### src/rtl/ul_mon_pkg.sv
package ul_mon_pkg;

    typedef enum logic [1:0] {
        TMR_IDLE = 2'd0,
        TMR_RUN  = 2'd1,
        TMR_HELD = 2'd2
    } tmr_state_e;

endpackage

### src/rtl/ul_qualify.sv
module ul_qualify #(
    parameter int ND = 6
) (
    input  logic [ND-1:0] ul_cmp,
    input  logic [ND-1:0] drv_on,
    input  logic [ND-1:0] latched,
    output logic [ND-1:0] act,
    output logic          any_act
);

    genvar g;
    generate
        for (g = 0; g < ND; g++) begin : g_drv
            assign act[g] = ul_cmp[g] & drv_on[g] & ~latched[g];
        end
    endgenerate

    assign any_act = |act;

endmodule

### src/rtl/ul_shared_timer.sv
module ul_shared_timer
    import ul_mon_pkg::*;
#(
    parameter int DELAY_CYC = 40
) (
    input  logic clk,
    input  logic rst_n,
    input  logic clr,
    input  logic any_act,
    output logic fire
);

    localparam int CW = $clog2(DELAY_CYC + 1);
    localparam logic [CW-1:0] LAST = CW'(DELAY_CYC - 1);
    localparam logic [CW-1:0] TERM = CW'(DELAY_CYC);

    tmr_state_e      state_q, state_d;
    logic [CW-1:0]   cnt_q, cnt_d;

    always_comb begin
        state_d = state_q;
        cnt_d   = cnt_q;
        if (clr) begin
            state_d = TMR_IDLE;
            cnt_d   = '0;
        end else begin
            unique case (state_q)
                TMR_IDLE: begin
                    if (any_act) begin
                        state_d = TMR_RUN;
                        cnt_d   = CW'(1);
                    end
                end
                TMR_RUN: begin
                    if (!any_act) begin
                        state_d = TMR_IDLE;
                        cnt_d   = '0;
                    end else if (cnt_q == LAST) begin
                        state_d = TMR_HELD;
                        cnt_d   = TERM;
                    end else begin
                        cnt_d   = cnt_q + CW'(1);
                    end
                end
                TMR_HELD: begin
                    if (!any_act) begin
                        state_d = TMR_IDLE;
                        cnt_d   = '0;
                    end
                end
                default: begin
                    state_d = TMR_IDLE;
                    cnt_d   = '0;
                end
            endcase
        end
    end

    always_ff @(posedge clk or negedge rst_n) begin
        if (!rst_n) begin
            state_q <= TMR_IDLE;
            cnt_q   <= '0;
        end else begin
            state_q <= state_d;
            cnt_q   <= cnt_d;
        end
    end

    always_comb begin
        fire = 1'b0;
        unique case (state_q)
            TMR_IDLE: fire = 1'b0;
            TMR_RUN:  fire = any_act && (cnt_q == LAST);
            TMR_HELD: fire = any_act;
            default:  fire = 1'b0;
        endcase
    end

    // a quiet edge brings the count back to zero
    a_r4_quiet_resets: assert property (@(posedge clk) disable iff (!rst_n)
        !any_act |=> (cnt_q == '0));

    // while running, the count stays inside the delay window
    a_r2_run_window: assert property (@(posedge clk) disable iff (!rst_n)
        (state_q == TMR_RUN) |-> (cnt_q >= CW'(1) && cnt_q <= LAST));

    // the held state keeps the terminal count
    a_r7_held_terminal: assert property (@(posedge clk) disable iff (!rst_n)
        (state_q == TMR_HELD) |-> (cnt_q == TERM));

    // a clear restarts the timer
    a_r8_clear_timer: assert property (@(posedge clk) disable iff (!rst_n)
        clr |=> (state_q == TMR_IDLE && cnt_q == '0));

endmodule

### src/rtl/ul_fault_latch.sv
module ul_fault_latch #(
    parameter int ND = 6
) (
    input  logic          clk,
    input  logic          rst_n,
    input  logic          clr,
    input  logic          fire,
    input  logic          sd_en,
    input  logic [ND-1:0] act,
    output logic          flag_q,
    output logic [ND-1:0] off_q
);

    always_ff @(posedge clk or negedge rst_n) begin
        if (!rst_n) begin
            flag_q <= 1'b0;
        end else if (clr) begin
            flag_q <= 1'b0;
        end else if (fire) begin
            flag_q <= 1'b1;
        end
    end

    genvar g;
    generate
        for (g = 0; g < ND; g++) begin : g_off
            always_ff @(posedge clk or negedge rst_n) begin
                if (!rst_n) begin
                    off_q[g] <= 1'b0;
                end else if (clr) begin
                    off_q[g] <= 1'b0;
                end else if (fire && sd_en && act[g]) begin
                    off_q[g] <= 1'b1;
                end
            end
        end
    endgenerate

    // a new latch-off only with shutdown enabled
    a_r6_off_needs_sd: assert property (@(posedge clk) disable iff (!rst_n)
        ((off_q & ~$past(off_q)) != '0) |-> $past(sd_en));

    // a new latch-off only for a driver that qualified on that edge
    a_r5_off_needs_act: assert property (@(posedge clk) disable iff (!rst_n)
        ((off_q & ~$past(off_q) & ~$past(act)) == '0));

    // fault and latch-offs hold until a clear
    a_r8_sticky: assert property (@(posedge clk) disable iff (!rst_n)
        (flag_q && !clr) |=> flag_q);

    a_r8_clear_all: assert property (@(posedge clk) disable iff (!rst_n)
        clr |=> (!flag_q && off_q == '0));

endmodule

### src/rtl/openload_monitor.sv
module openload_monitor #(
    parameter int NCH       = 3,
    parameter int DELAY_CYC = 40
) (
    input  logic               clk,
    input  logic               rst_n,
    input  logic [2*NCH-1:0]   ul_cmp,
    input  logic [2*NCH-1:0]   drv_on,
    input  logic               sd_en,
    input  logic               clr_req,
    output logic               ul_fault,
    output logic [2*NCH-1:0]   drv_off
);

    localparam int ND = 2 * NCH;

    logic [ND-1:0] act;
    logic          any_act;
    logic          fire;

    ul_qualify #(.ND(ND)) u_qual (
        .ul_cmp  (ul_cmp),
        .drv_on  (drv_on),
        .latched (drv_off),
        .act     (act),
        .any_act (any_act)
    );

    ul_shared_timer #(.DELAY_CYC(DELAY_CYC)) u_tmr (
        .clk     (clk),
        .rst_n   (rst_n),
        .clr     (clr_req),
        .any_act (any_act),
        .fire    (fire)
    );

    ul_fault_latch #(.ND(ND)) u_latch (
        .clk    (clk),
        .rst_n  (rst_n),
        .clr    (clr_req),
        .fire   (fire),
        .sd_en  (sd_en),
        .act    (act),
        .flag_q (ul_fault),
        .off_q  (drv_off)
    );

    // a driver never commanded on is never latched off
    a_r1_off_needs_on: assert property (@(posedge clk) disable iff (!rst_n)
        ((drv_off & ~$past(drv_off) & ~$past(drv_on)) == '0));

    // the fault bit only rises when some driver qualified
    a_r2_rise_needs_act: assert property (@(posedge clk) disable iff (!rst_n)
        $rose(ul_fault) |-> $past(any_act));

endmodule

### config.mk
export PLATFORM = sky130hd
export DESIGN_NAME = openload_monitor
export DESIGN_NICKNAME = d
export VERILOG_FILES = /design/src/rtl/ul_mon_pkg.sv /design/src/rtl/ul_qualify.sv /design/src/rtl/ul_shared_timer.sv /design/src/rtl/ul_fault_latch.sv /design/src/rtl/openload_monitor.sv
export SDC_FILE = /design/constraint.sdc
export NUM_CORES = 1
export LEC_CHECK = 0
export ABC_AREA = 1
export CAP_MARGIN = 10
export CORE_ASPECT_RATIO = 1.25
export CORE_MARGIN = 3
export CORE_UTILIZATION = 52
export DETAILED_ROUTE_END_ITERATION = 6
export PLACE_DENSITY_LB_ADDON = 0.1
export SYNTH_ARGS = -nofsm -noshare
export SYNTH_HDL_FRONTEND = slang
export SYNTH_SLANG_ARGS = --single-unit
### constraint.sdc
create_clock -name clk -period 1.8 [get_ports clk]
set_input_delay 0.27 -clock clk [delete_from_list [all_inputs] [get_ports clk]]
set_output_delay 0.27 -clock clk [all_outputs]
set_load 0.005 [all_outputs]
==> implementation parameters <==
Parameter                              Value

Run status
  Run status ... finished, final reports clean

Die
  Initial Utilization ... between 50% and 60%
  Die Ht ... roughly 54 µm
  Die Footprint ... around 2400 µm²
  Placeable core area ... approximately 1700 µm²
  DIE WIDTH ... between 40 and 50 µm
  Number of primary I/O pins ... 23
  Num rows ... 16

Critical path
  Start of the worst register-to-register path ... u_tmr.cnt_q[0]$_DFFE_PN0P_
  Largest incremental delay on the critical path ... about 0.41 ns
  Req. time, crit path ... approximately 2 ns
  Critical path startpoint ... u_tmr.cnt_q[0]$_DFFE_PN0P_
  Worst path buffer plus inverter count ... 0
  Slowest library cell on the worst path ... dfrtp_1
  Kind of end point of the critical path ... flop
  Cell family with most CP delay ... simple AND/OR/NAND/NOR gates
  List of cells traversed by the critical path ... ha_1 > nand2_1 > nor2_2 > nand3_1 > nand2_2 > nand4_1 > o21bai_1
  Critical Path AT ... approximately 1.7 ns
  Maximum fanout count along the critical path ... 7
  Launching element type of the critical path ... flop
  Critical path type ... flop to flop

Drt
  Router iterations before antenna repair ... 4
  Ratio of routed vias to standard cells ... approximately 5.3
  Average wire per standard cell ... 11.9 µm
  Overall routed net length ... about 1.9 mm
  Detailed-route via count ... about 870
  Number of remaining DRC errors ... 0
  Number of DRC markers in iteration 0 ... 10
  Post-route ant nets ... 0

Synth
  Sequential share of the synthesized area ... 38.9%
  Gate count after technology mapping ... around 120
  Syn Std Cell Area ... 966 µm²
  Cell taking the most area after synthesis ... dfrtp_1
  Syn. warnings ... 0
  Top cell type's share of synthesized area ... approximately two fifths
  Ranking of synthesized cells by area ... dfrtp_1 39%, nand2_1 6.6%, inv_1 5.8%, nor2_1 5.4%, ha_1 5.2%
  Count of unique library cells instantiated by Yosys ... 23
  Syn Nets ... around 140
  Yosys reg bits ... 15
  Post-synthesis average cell area ... 8.19 µm²

Clock network
  Worst-case clock buffer depth ... 2
  Number of instances resized during post-cts repair ... 0
  Num CTS Buffers ... 3
  Post-cts hold buffer count ... 0
  Setup fix buffers added after clock tree synthesis ... 0
  Clock Sink Count ... 15
  Master cell of the clock root buffer ... clkbuf_4
  Clock transition at the registers of the reported paths ... 0.09 ns
  Clk_lat worst skew ... between 0.2 and 0.3 ns
  CTS tree ... yes
  Number of levels in the clock H-tree ... 1

STA
  Max-slew headroom ... 82.1%
  Tmin final ... 1.48 ns
  Worst clock skew on the final layout ... roughly 0.0052 ns
  Setup violations, final ... 0
  Unrepaired setup endpoints after global routing ... no
  Worst Tran Pin Value ... 0.267 ns
  Setup TNS after final layout ... 0 ns
  Fmax ... 0.677 GHz
  Count of final hold-check violations ... 0
  Final Cycle Share ... between 80% and 90%
  Number of pins with negative max-slew slack in the final report ... 0

Final layout
  Filler Cell Count ... ~130
  Most common cell after layout, fill and taps aside ... clkdlybuf4s50_1
  Final Net Count ... about 170
  Leading cell types in the layout, fill and taps excluded ... 22 x clkdlybuf4s50_1, 17 x nand2_1, 15 x inv_1, 15 x dfrtp_1, 14 x nor2_1
  Relative area change from synthesis to final layout ... 29.0%
  Core utilization of the finished layout ... about three quarters
  Number of antenna diodes ... 0
  Share of cells above drive strength 1 ... around 17%

GRT
  Largest net degree at the start of global routing ... 16
  Global route overflow ... 0
  Number of global-route vias before repair ... approximately 900
  GRT Resource Usage Total ... about a fifth
  Antenna violations before repair ... 0
  Global-route wire length before repair ... between 3 and 4 mm

Power and ir drop
  Static leakage ... around 0.55 nW
  Power per standard cell area ... ~770 nW/µm²
  Peak supply drop ... slightly above 0.5 mV

Placement
  Post-detail-place hpwl ... about 1.6 mm
  Routability cong. ... roughly 0.9
  PortBufs ... 22

Hold path
  Hold Crit Class ... input port to async pin

Job
  Maximum capacitance violations ... 0
[cell type report]
class                      count  area, µm²  share of cell area (%)
clock buffer                   4       26.3                    2.11
inverter                      17       65.1                    5.22
multi-input combinational     85        522                    41.9
sequential                    15        375                    30.1
tap                           18       22.5                    1.81
timing repair buffer          24        235                    18.9
[cell families after synthesis]
| family | count (synthesis) | synth area share [%] |
|---|---|---|
| compound gates | 17 | 12.4 |
| simple gates | 61 | 33.7 |
| xor+xnor | 3 | 2.72 |
| fa+ha+maj | 4 | 5.18 |
| buf+inv | 18 | 7.12 |
| flops | 15 | 38.9 |
[worst reg2reg max path, cell delays in order, from the launching register on]
cell and delay (ns):
dfrtp_1 0.41, ha_1 0.20, nand2_1 0.09, nor2_2 0.20
nand3_1 0.12, nand2_2 0.13, nand4_1 0.11, o21bai_1 0.14
[metrics by stage]
step / hold slack (ns) / instance area [µm²] / setup WS, ns / power, mW / std cells
final: 0.298 / 1250 / 0.324 / 0.961 / 163
after global routing: 0.308 / 1250 / 0.178 / 1.03 / 163
after CTS: 0.298 / 1250 / 0.315 / 0.974 / 163
after detailed placement: 0.514 / 1220 / 0.0813 / 0.782 / 159
after global placement: 0.504 / 1220 / 0.103 / 0.777 / 159
after floorplan: -0.0256 / 966 / 0.537 / 0.668 / 118
[registers in the layout, summed over array words and instances (netlist names)]
name / count
u_latch.off_q: 6
u_tmr.cnt_q: 6
u_tmr.state_q: 2
u_latch.flag_q: 1
[power breakdown]
part	leakage [nW]	total [mW]	switching (mW)	internal, mW
clock	0.0150	0.189	0.103	0.0860
sequential	0.206	0.398	0.0281	0.370
combinational	0.327	0.373	0.229	0.145
[metal layers]
layer / vias to the layer above / GRT usage [%] / share of wire, %
li1: 442 / - / -
met1: 403 / 20.2 / 40
met2: 22 / 37.3 / 54
met3: 5 / 3.01 / 4.3
met4: 0 / 9.05 / 1.7
met5: - / 0 / 0
[synthesized netlist by cell type]
library cell   n
nand2_1       17
dfrtp_1       15
inv_1         15
nor2_1        14
nand4_1        8
nor2_2         7
nand3_1        6
o21bai_1       6
o21ai_1        5
ha_1           4
nor2_4         3
xor2_1         3
a21oi_1        2
nand2_2        2
nor3_1         2
o21ai_2        2
clkbuf_1       1
clkinv_2       1
inv_2          1
nand2_4        1
nand3_4        1
o21ai_4        1
o22ai_1        1
[path summary, 6_finish.rpt]
check,depth (start not counted),slack [ns],endpoint
worst max-delay path,7,0.32,u_latch.off_q[0]$_DFFE_PN0P_
worst min-delay path,2,0.30,u_tmr.cnt_q[0]$_DFFE_PN0P_
worst max register to register,7,0.32,u_latch.off_q[0]$_DFFE_PN0P_
worst min register to register,2,0.52,u_latch.flag_q$_DFFE_PN0P_
max in group asynchronous,2,1.32,u_tmr.cnt_q[5]$_DFFE_PN0P_
min in group clk,2,0.52,u_latch.flag_q$_DFFE_PN0P_
Power figures use the tool's default switching activity.
